==> src/rtl/pws_pkg.sv <==
package pws_pkg;

    localparam int unsigned DEF_REJECT_W = 20;
    localparam int unsigned DEF_MIN_W    = 30;
    localparam int unsigned DEF_LAT      = 24;

    // bits needed to hold values 0..max_val
    function automatic int unsigned cnt_bits(input int unsigned max_val);
        return (max_val < 2) ? 1 : $clog2(max_val + 1);
    endfunction

endpackage

==> src/rtl/pws_width_filter.sv <==
// Delays the input by LAT cycles and purges, while still inside the
// delay line, any high run that ended before reaching REJECT_W cycles.
module pws_width_filter import pws_pkg::*; #(
    parameter int unsigned REJECT_W = DEF_REJECT_W,
    parameter int unsigned LAT      = DEF_LAT
) (
    input  logic clk,
    input  logic rst_n,
    input  logic pwm_i,
    output logic dly_o
);

    localparam int unsigned RW = cnt_bits(REJECT_W);

    typedef struct packed {
        logic [LAT-1:0] line;
        logic [RW-1:0]  run;
    } flt_t;

    flt_t s_d, s_q;
    logic fall_short;

    always_comb begin
        s_d        = s_q;
        fall_short = !pwm_i && s_q.line[0] && (s_q.run < RW'(REJECT_W));
        s_d.line   = {s_q.line[LAT-2:0], pwm_i};
        for (int i = 1; i < int'(LAT); i++) begin
            if (fall_short && (i <= int'(s_q.run))) begin
                s_d.line[i] = 1'b0;
            end
        end
        if (!pwm_i) begin
            s_d.run = '0;
        end else if (s_q.run != RW'(REJECT_W)) begin
            s_d.run = s_q.run + 1'b1;
        end
    end

    always_ff @(posedge clk or negedge rst_n) begin
        if (!rst_n) begin
            s_q <= '0;
        end else begin
            s_q <= s_d;
        end
    end

    assign dly_o = s_q.line[LAT-1];

    AST_RUN_BOUND: assert property (@(posedge clk) disable iff (!rst_n)
        s_q.run <= RW'(REJECT_W));

endmodule

==> src/rtl/pws_stretcher.sv <==
// Holds the shaped level high for at least MIN_W cycles from each rise
// of the filtered stream; a new rise reloads the hold.
module pws_stretcher import pws_pkg::*; #(
    parameter int unsigned MIN_W = DEF_MIN_W
) (
    input  logic clk,
    input  logic rst_n,
    input  logic dly_i,
    output logic busy_o,
    output logic ideal_o
);

    localparam int unsigned SW = cnt_bits(MIN_W - 1);

    typedef struct packed {
        logic          prev;
        logic [SW-1:0] left;
    } str_t;

    str_t s_d, s_q;
    logic rise;

    always_comb begin
        s_d      = s_q;
        s_d.prev = dly_i;
        rise     = dly_i && !s_q.prev;
        if (rise) begin
            s_d.left = SW'(MIN_W - 1);
        end else if (s_q.left != '0) begin
            s_d.left = s_q.left - 1'b1;
        end
    end

    always_ff @(posedge clk or negedge rst_n) begin
        if (!rst_n) begin
            s_q <= '0;
        end else begin
            s_q <= s_d;
        end
    end

    assign busy_o  = (s_q.left != '0);
    assign ideal_o = dly_i | busy_o;

    AST_STRETCH_RANGE: assert property (@(posedge clk) disable iff (!rst_n)
        s_q.left <= SW'(MIN_W - 1));

endmodule

==> src/rtl/pws_shaper.sv <==
module pws_shaper import pws_pkg::*; #(
    parameter int unsigned REJECT_W = DEF_REJECT_W,
    parameter int unsigned MIN_W    = DEF_MIN_W,
    parameter int unsigned PIPE_LAT = DEF_LAT
) (
    input  logic clk,
    input  logic rst_n,
    input  logic pwm_in,
    input  logic blank_in,
    output logic gate_en
);

    typedef struct packed {
        logic drive;
    } out_t;

    out_t s_d, s_q;
    logic dly;
    logic busy;
    logic ideal;

    pws_width_filter #(
        .REJECT_W (REJECT_W),
        .LAT      (PIPE_LAT)
    ) filt_i (
        .clk   (clk),
        .rst_n (rst_n),
        .pwm_i (pwm_in),
        .dly_o (dly)
    );

    pws_stretcher #(
        .MIN_W (MIN_W)
    ) strt_i (
        .clk     (clk),
        .rst_n   (rst_n),
        .dly_i   (dly),
        .busy_o  (busy),
        .ideal_o (ideal)
    );

    always_comb begin
        s_d = s_q;
        if (!blank_in) begin
            s_d.drive = ideal;
        end
    end

    always_ff @(posedge clk or negedge rst_n) begin
        if (!rst_n) begin
            s_q <= '0;
        end else begin
            s_q <= s_d;
        end
    end

    assign gate_en = s_q.drive;

    AST_BLANK_FREEZE: assert property (@(posedge clk) disable iff (!rst_n)
        blank_in |=> $stable(gate_en));

    AST_IDLE_LOW: assert property (@(posedge clk) disable iff (!rst_n)
        (!blank_in && !dly && !busy) |=> !gate_en);

    AST_FOLLOW_HIGH: assert property (@(posedge clk) disable iff (!rst_n)
        (!blank_in && dly) |=> gate_en);

    AST_STRETCH_HIGH: assert property (@(posedge clk) disable iff (!rst_n)
        (!blank_in && busy) |=> gate_en);

endmodule

==> config.mk <==
export PLATFORM = sky130hd
export DESIGN_NAME = pws_shaper
export DESIGN_NICKNAME = d
export VERILOG_FILES = /design/src/rtl/pws_pkg.sv /design/src/rtl/pws_width_filter.sv /design/src/rtl/pws_stretcher.sv /design/src/rtl/pws_shaper.sv
export SDC_FILE = /design/constraint.sdc
export NUM_CORES = 1
export LEC_CHECK = 0
export BUFFER_PORTS_ARGS = -buffer_cell sky130_fd_sc_hd__buf_4
export CAP_MARGIN = 40
export CORE_MARGIN = 2
export CORE_UTILIZATION = 45
export CTS_CLUSTER_DIAMETER = 120
export DETAILED_ROUTE_END_ITERATION = 7
export PLACE_DENSITY = 0.72
export SYNTH_ARGS = -nofsm -noshare
export SYNTH_HDL_FRONTEND = slang
export SYNTH_HIERARCHICAL = 1
export SYNTH_SLANG_ARGS = --single-unit
==> constraint.sdc <==
create_clock -name clk -period 5.2 [get_ports clk]
set_input_delay 0.78 -clock clk [delete_from_list [all_inputs] [get_ports clk]]
set_output_delay 0.78 -clock clk [all_outputs]
set_load 0.01 [all_outputs]
==> flow_summary.ini, run 1 <==
[die]
die_y_microns = 67.3
ios = 5
core.rowCount = 22
core_area_sq_um = 3740
start_util = 0.481
die_area_sq_um = 4530
die_w_microns = 67.3

[sta]
finalClockSkew_ns = 0.00337
period_share = 0.360
final.setup.tns_ns = 0
maxSlewViolCount = 0
setup_viol = 0
max_freq_ghz = 0.534
tightest_slew_ns = 0.599
rsz0062_at_grt = false
hold_viol = 0
finalCriticalPeriod_ns = 1.87
slew_headroom = 0.601

[detailed_routing]
dr_total_vias = 1126
viasPerCell = 5.31
ant_nets = 0
wirelength_microns = 2830
drt_iter0_drc = 33
wl_per_cell_microns = 13.3
route.detailed.drc = 0
first_pass_iters = 4

[global_route]
antenna_found_initial = 0
track_usage = 0.149
grt_pass1_wl_microns = 4880
grt_max_degree = 37
grt_overflow_total = 0
grt_pass1_vias = 1082

[worst_setup_path]
crit_required_ns = 5.37
worstPathMaxFanout = 5
cp-end-kind = flop
path_class = reg -> reg
ff2ff_path_depth = 5
critPathArrivalTime_ns = 2.05
startpoint_type = flop

[cts]
worstSkewPairLatency_ns = 0.29
cts-htree-levels = 2
clock_sinks = 36
cts_buffers = 5
ctsLongestPathBuffers = 2
cts_resized = 0
cts-root-buf = clkbuf_8
path_clk_slew_ns = 0.07
cts-hold-fix-buffers = 0
tritoncts = yes
cts_setup_buffers = 0

[logic_synthesis]
syn-num-nets = 172
synth_cell_types = 42
synth-edff-count = 0
ys_ff_latch = 36
syn_area_sq_um = 1800
synth_warnings = 6
synth-main-ff-cell = dfrtp_1
avgSynthCellArea_sq_um = 11.0
synth-seq-area-share = 0.500
async_flop_share = 1.00
synthCells = 164

[finish]
synthToLayoutAreaGrowth_pct = 6.60
drive_gt1_frac = 0.165
n_fill_cell = 352
finish.utilization = 0.513
diodes = 0
final_nets = 171

[run]
cap_violations = 0

[power_and_ir_drop]
peakVddDrop_v = 0.000182
power.total_mw = 0.691
leakage_nw = 0.923
p_per_area_nw_per_um2 = 360

[worst_hold_path]
hold_depth = 0
hp-class = reg -> reg

[run_status]
status = completed

[placement]
hpwl_microns = 1970
io_buffers = 4
gp_congestion = 0.776
report_power, final:
part | internal, mW | switching [mW]
sequential | 0.320 | 0.0312
clock | 0.142 | 0.0982
combinational | 0.0487 | 0.0514
critical path, cell delays in order, from the launching register on:
cell,delay [ns]
dfrtp_1,0.41
inv_1,0.07
ha_1,0.19
or4b_1,0.56
or2_1,0.26
mux2_4,0.27
synth_stat cells (all sizes together) (3+ instances only):
| master | n | area, sq um |
|---|---|---|
| xnor2 | 5 | 43.8 |
| buf | 11 | 82.6 |
| o21a | 6 | 45.0 |
| nor3 | 5 | 25.0 |
| ha | 4 | 50.1 |
| nor2b | 4 | 25.0 |
| nand2 | 7 | 26.3 |
| nor2 | 3 | 11.3 |
| nand2b | 5 | 31.3 |
| dfrtp | 36 | 901 |
| a31oi | 13 | 144 |
| a21boi | 4 | 30.0 |
| inv | 19 | 71.3 |
| a21o | 4 | 30.0 |
| a21oi | 4 | 20.0 |
| o21ai | 5 | 25.0 |
| and2 | 3 | 21.3 |
cell families (layout without fill, tap and decap cells):
family | Yosys count | in the layout | share of synthesized area
AOI/OAI and AO/OA | 45 | 45 | 0.206
and+or+nand+nor | 39 | 39 | 0.133
DFF | 36 | 36 | 0.500
buffers and inverters | 32 | 32 | 0.0896
xor gates and xnor gates | 5 | 5 | 0.0243
adders and majority gates | 4 | 4 | 0.0278
muxes | 3 | 3 | 0.0194
cell usage in the layout, fill, tap and decap left out, drive strengths merged:
cell       n
o21a       6
o22ai      1
o21bai     2
nor2       3
buf        5
or4        2
mux2i      2
o21ai      5
and2       3
a21boi     4
clkinv     1
nand4b     2
nand3      2
a21o       4
clkbuf     5
and3       1
bufinv     1
nor4       1
ha         4
nor3       5
mux2       1
xnor2      5
a41o       1
o41ai      1
a31oi     13
nor2b      4
nand2b     5
dfrtp     36
inv       19
a211oi     1
or3        1
or4b       1
clkinvlp   1
or2        2
nand2      7
a21oi      4
o31ai      1
a211o      2
per-stage QoR:
stage / hold slack [ns] / worst slack [ns] / std cells / cell area, sq um
3_3_place_gp: 0.339 / 3.17 / 203 / 1800
5_1_grt: 0.361 / 3.22 / 212 / 1920
6_report: 0.353 / 3.33 / 212 / 1920
3_5_place_dp: 0.342 / 3.34 / 204 / 1810
2_1_floorplan: 0.381 / 3.45 / 164 / 1800
4_1_cts: 0.359 / 3.33 / 212 / 1920
state kept, by name, summed over array words and instances, names as in the netlist:
register / count
filt_i/s_q: 28
strt_i/s_q: 6
filt_i/dly_o: 1
gate_en: 1
layer usage:
| layer | vias to the layer above | wire length (microns) | global-route usage |
|---|---|---|---|
| met1 | 540 | 1360 | 0.195 |
| met3 | 7 | 106 | 0.0400 |
| met2 | 20 | 1300 | 0.223 |
| met4 | 0 | 60 | 0.0842 |
| met5 | - | 0 | 0 |
| li1 | 559 | - | - |
worst paths after layout:
| kind | startpoint | endpoint | slack [ns] |
|---|---|---|---|
| hold / removal | filt_i/s_q[25] | filt_i/s_q[26] | 0.35 |
| min in group asynchronous | rst_n | filt_i/s_q[27] | 0.42 |
| max in group asynchronous | rst_n | filt_i/s_q[6] | 4.47 |
| hold reg to reg | filt_i/s_q[25] | filt_i/s_q[26] | 0.35 |
| setup / recovery | strt_i/s_q[0] | gate_en | 3.33 |
| setup reg to reg | strt_i/s_q[0] | gate_en | 3.33 |
area by class of cell:
cell class,count,area (sq um),share of cell area
Tap cell,48,60.1,0.0313
Inverter,19,71.3,0.0371
Clock buffer,5,68.8,0.0358
Clock inverter,3,42.5,0.0221
Multi-Input combinational cell,96,739,0.385
Sequential cell,36,901,0.469
Timing Repair Buffer,5,37.5,0.0195
(Power assumes the default switching activity.)
==> inputs of run 2 (changes only) <==
- clock period: 5.2 -> 1.9 ns (I/O delays scaled with it)
==> run 2 against run 1 <==
Against the previous run:
- final area grew 2.7%
- sequential power grew to 2.7 times the previous value
- worst hold slack lost 0.20 ns
- fmax increased by 8.1%
- clock power rose to 2.7 times the previous value
- non-clock buffer count increased by 7
- cell count rose by 3.3%
- critical path depth is the same
- utilization increased by 1.4 points
- sequential share of layout area shrank 1.2 points
- first-iteration DRC count increased by 30%
- combinational power rose to 3.0 times the previous value
- largest cell class unchanged
- largest power group unchanged
==> flow_summary.ini, run 2 (synthesis gave the netlist of run 1 again) <==
[power_and_ir_drop]
seq_power_share = 0.501
leakage_nw = 0.957
p_per_area_nw_per_um2 = 965
combPwrFrac = 0.158
cellInternalPower_mw = 1.41
p_clk_frac = 0.341
power.share.switching = 0.261
peakVddDrop_v = 0.000616
switching_power_mw = 0.496

[detailed_routing]
highest_layer = met4
ant_nets = 0
route.detailed.drc = 0
viasPerCell = 5.50
wl_met2_microns = 1460
wl_per_cell_microns = 14.2
dr_total_vias = 1205
wl_met3_microns = 130
wirelength_microns = 3100
drt_iter0_drc = 43
met1_length_microns = 1430
first_pass_iters = 4

[die]
start_util = 0.481
die_area_sq_um = 4530
die_w_microns = 67.3
ios = 5
core_area_sq_um = 3740
die_y_microns = 67.3
core.rowCount = 22

[worst_setup_path]
r2r_setup_slack_ns = 0.17
worstPathMaxFanout = 4
crit_path_top_delay_cell = or4b_1
startpoint_type = flop
crit_family = simple AND/OR/NAND/NOR gates
critPathArrivalTime_ns = 1.90
critPathBufInv = 1
max_stage_delay_ns = 0.46
cp_cell_sequence = inv_1 -> ha_1 -> or4b_1 -> or2_1 -> mux2_4
cp-end-kind = flop
crit_required_ns = 2.07
path_class = reg -> reg

[run]
cap_violations = 0

[finish]
final_cell_area_sq_um = 1970
top_register = filt_i/s_q
n_fill_cell = 348
fin_cells = 219
final_common_cell = dfrtp_1
largest_reg_flops = 28
finish.utilization = 0.527
drive_gt1_frac = 0.187
synthToLayoutAreaGrowth_pct = 9.44
diodes = 0
final_nets = 178
mostFrequentLayoutCells = 36 x dfrtp_1, 19 x inv_1, 11 x buf_4, 10 x a31oi_2, 7 x nand2_1
top_regs = filt_i/s_q x28, strt_i/s_q x6

[global_route]
grt_pass1_wl_microns = 5570
track_usage = 0.169
antenna_found_initial = 0
grt_pass1_vias = 1207
grt_max_degree = 37
grt_overflow_total = 0

[cts]
cts-root-buf = clkbuf_8
tritoncts = yes
ctsLongestPathBuffers = 2
cts_buffers = 5
cts_setup_buffers = 0
worstSkewPairLatency_ns = 0.28
clock_sinks = 36
cts-htree-levels = 2
path_clk_slew_ns = 0.07

[sta]
rsz0062_at_grt = false
max_freq_ghz = 0.577
tightest_slew_ns = 0.531
hold_ws_ns = 0.157
final.setup.tns_ns = 0
slew_headroom = 0.646
finalCriticalPeriod_ns = 1.73
hold_viol = 0
period_share = 0.911
setup_viol = 0
finalClockSkew_ns = 0.00616
maxSlewViolCount = 0

[placement]
gp_congestion = 0.814
io_buffers = 4
post_dp_cell_area_sq_um = 1850
dpl.cell_count = 210
hpwl_microns = 2140

[run_status]
status = completed

[worst_hold_path]
hp-class = in -> reg
[run 2: changes by cell type in the layout (fill, tap and decap cells not counted)]
cell           change
buf_4              +6
dlygate4sd3_1      +1
clkinvlp_4         -1
clkbuf_1           +1
[run 2: final cells by class]
cell class	instances	area, sq um	share of cell area
clock buffer	6	72.6	0.0368
clock inverter	2	35.0	0.0178
inverter	19	71.3	0.0362
multi-input combinational	96	739	0.375
sequential	36	901	0.457
tap	48	60.1	0.0305
timing repair buffer	12	92.6	0.0470
[run 2: layer usage]
layer  GRT usage  vias to the layer above
met5           0                        -
met3      0.0467                        6
met2       0.269                       30
li1            -                      571
met4       0.102                        0
met1       0.206                      598
[run 2: worst register-to-register path, delay by kind of cell, from the launching register on]
kind	cells	cell delay, ns
and+or+nand+nor	2	0.69
DFF	1	0.41
muxes	1	0.26
adders and majority gates	1	0.19
buffers and inverters	1	0.07
[run 2: what timing repair did]
item / in CTS / in global routing
hold endpoints to repair: 36 / 0
hold buffers: 1 / 0
resized for setup: 0 / 0
[run 2: per-stage QoR]
stage | setup slack, ns | total power, mW
5_1_grt | 0.0805 | 2.02
3_3_place_gp | 0.246 | 1.23
4_1_cts | 0.174 | 1.92
2_1_floorplan | 0.151 | 1.18
3_5_place_dp | 0.188 | 1.26
6_report | 0.168 | 1.90
[run 2: path summary, 6_finish.rpt]
| kind | startpoint | end | cells past startpoint |
|---|---|---|---|
| max | strt_i/s_q[0] | gate_en | 5 |
| min | pwm_in | filt_i/s_q[5] | 1 |
| max reg2reg | strt_i/s_q[0] | gate_en | 5 |
| min reg2reg | filt_i/s_q[25] | filt_i/s_q[26] | 0 |
| max in group asynchronous | rst_n | filt_i/s_q[12] | 2 |
| min in group asynchronous | rst_n | filt_i/s_q[0] | 2 |
[run 2: power groups by stage]
stage,Combinational [mW],Sequential (mW),Clock (mW)
floorplan,0.241,0.937,0
global placement,0.278,0.953,0
detailed placement,0.300,0.965,0
CTS,0.303,0.951,0.664
global route,0.346,0.963,0.706
finish,0.300,0.954,0.649
==> inputs of run 3 (changes only) <==
- CORE_ASPECT_RATIO: default -> 0.7
- CORE_MARGIN: 2 -> 3
==> run 3 against run 2 <==
Against the previous run:
- critical path depth did not move
- cell count rose by 0.46%
- worst hold slack got worse by 0.012 ns
- fmax rose by 0.86%
- sequential power fell by 0.5%
- register-to-register slack barely moved
- non-clock buffer count did not move
- setup slack improved by 0.015 ns
- utilization rose by 0.80 points
- count of clock-buffer cells in the layout rose by 1
- critical endpoint unchanged
- sequential share of layout area rose by 0.20 points
- final area fell by 0.44%
==> flow_summary.ini, run 3 (synthesis gave the netlist of run 1 again) <==
[sta]
finalClockSkew_ns = 0.00664
final.setup.tns_ns = 0
tightest_slew_ns = 0.469
slew_headroom = 0.688
setup_viol = 0
period_share = 0.904
hold_ws_ns = 0.145
rsz0062_at_grt = false
maxSlewViolCount = 0
max_freq_ghz = 0.582
finalCriticalPeriod_ns = 1.72
hold_viol = 0

[die]
die_w_microns = 81.6
ios = 5
start_util = 0.491
die_area_sq_um = 4810
die_y_microns = 58.9
core_area_sq_um = 3670
core.rowCount = 18

[detailed_routing]
drt_iter0_drc = 69
viasPerCell = 5.43
ant_nets = 0
wirelength_microns = 3160
wl_per_cell_microns = 14.3
dr_total_vias = 1195
first_pass_iters = 4
route.detailed.drc = 0

[run_status]
status = completed

[power_and_ir_drop]
p_clk_frac = 0.317
p_per_area_nw_per_um2 = 928
combPwrFrac = 0.162
cellInternalPower_mw = 1.34
switching_power_mw = 0.482
leakage_nw = 0.952
power.share.switching = 0.264
peakVddDrop_v = 0.000386
seq_power_share = 0.521

[finish]
drive_gt1_frac = 0.188
final_common_cell = dfrtp_1
mostFrequentLayoutCells = 36 x dfrtp_1, 19 x inv_1, 11 x buf_4, 10 x a31oi_2
n_fill_cell = 324
top_register = filt_i/s_q
final_nets = 178
largest_reg_flops = 28
synthToLayoutAreaGrowth_pct = 8.96
diodes = 0
top_regs = filt_i/s_q x28, strt_i/s_q x6

[cts]
clock_sinks = 36
cts-root-buf = clkbuf_8
tritoncts = yes
cts-htree-levels = 2
path_clk_slew_ns = 0.07
cts_setup_buffers = 0
cts_buffers = 5
ctsLongestPathBuffers = 2
worstSkewPairLatency_ns = 0.29

[worst_setup_path]
r2r_end = gate_en
cp-endpoint = gate_en
r2r_setup_slack_ns = 0.18
ff2ff_path_depth = 5
critPathArrivalTime_ns = 1.89
worstPathMaxFanout = 4
cp-end-kind = flop
crit_path_start = strt_i/s_q[0]
crit_path_top_delay_cell = or4b_1
path_class = reg -> reg
cp_cell_sequence = inv_1 -> ha_1 -> or4b_1 -> or2_1 -> mux2_4
max_stage_delay_ns = 0.47
crit_required_ns = 2.07
startpoint_type = flop
reg2reg_from = strt_i/s_q[0]

[worst_hold_path]
hp-class = in -> reg
hold_depth = 1

[placement]
gp_congestion = 0.841
hpwl_microns = 2170
io_buffers = 4

[global_route]
track_usage = 0.157
grt_pass1_vias = 1155
grt_overflow_total = 0
grt_pass1_wl_microns = 5490
antenna_found_initial = 0
grt_max_degree = 37

[run]
cap_violations = 0
==> run 3: cell types whose count changed in the layout (fill, tap and decap cells not counted), sizes merged <==
cell | previous run | this run
bufinv | 1 | 0
clkbuf | 6 | 7
clkinv | 1 | 0
==> run 3: layer usage <==
layer,global-route usage,routed length [microns],vias up
met2,0.210,1340,32
met3,0.0535,205,8
met1,0.227,1560,582
met4,0.0711,52,0
met5,0,0,-
li1,-,-,573
==> run 3: how the worst min path moves through the flow <==
| stage | start | endpoint | slack, ns |
|---|---|---|---|
| after CTS | pwm_in | filt_i/s_q[5] | 0.14 |
| final | pwm_in | filt_i/s_q[5] | 0.14 |
| after global placement | rst_n | filt_i/s_q[25] | 0.26 |
| after floorplan | rst_n | filt_i/dly_o | -0.01 |
| after global routing | pwm_in | filt_i/s_q[5] | 0.13 |
| after detailed placement | rst_n | filt_i/s_q[24] | 0.27 |
==> run 3: critical path, delay by kind of cell, from the launching register on <==
family / cells / cell delay (ns)
multiplexers: 1 / 0.26
AND/OR/NAND/NOR: 2 / 0.69
adder cells (fa/ha/maj): 1 / 0.19
buffers and inverters: 1 / 0.07
flip-flops: 1 / 0.40
==> run 3: final cells by class <==
cell class / instances / area (sq um) / area share
Multi-Input combinational cell: 96 / 739 / 0.377
Inverter: 19 / 71.3 / 0.0363
Sequential cell: 36 / 901 / 0.459
Timing Repair Buffer: 12 / 92.6 / 0.0472
Tap cell: 50 / 62.6 / 0.0319
Clock buffer: 7 / 96.3 / 0.0491
==> run 3: power by group through the flow <==
stage | Clock [mW] | Combinational (mW) | Sequential, mW
2_1_floorplan | 0 | 0.241 | 0.937
3_3_place_gp | 0 | 0.279 | 0.954
3_5_place_dp | 0 | 0.298 | 0.960
4_1_cts | 0.600 | 0.299 | 0.948
5_1_grt | 0.639 | 0.329 | 0.964
6_report | 0.578 | 0.296 | 0.949
==> run 3: metrics by stage <==
stage	cell area [sq um]	utilization	cells	power, mW	setup slack, ns
after global routing	1960	0.535	220	1.93	0.124
after CTS	1960	0.535	220	1.85	0.178
after detailed placement	1860	0.506	212	1.26	0.186
after floorplan	1800	-	164	1.18	0.151
after global placement	1860	0.506	212	1.23	0.239
final	1960	0.535	220	1.82	0.183
==> run 3: what timing repair did <==
item                       4_1_cts  5_1_grt
hold buffers                     1        0
hold endpoints to repair        36        0
resized for setup                0        0
setup endpoints to repair        0        0
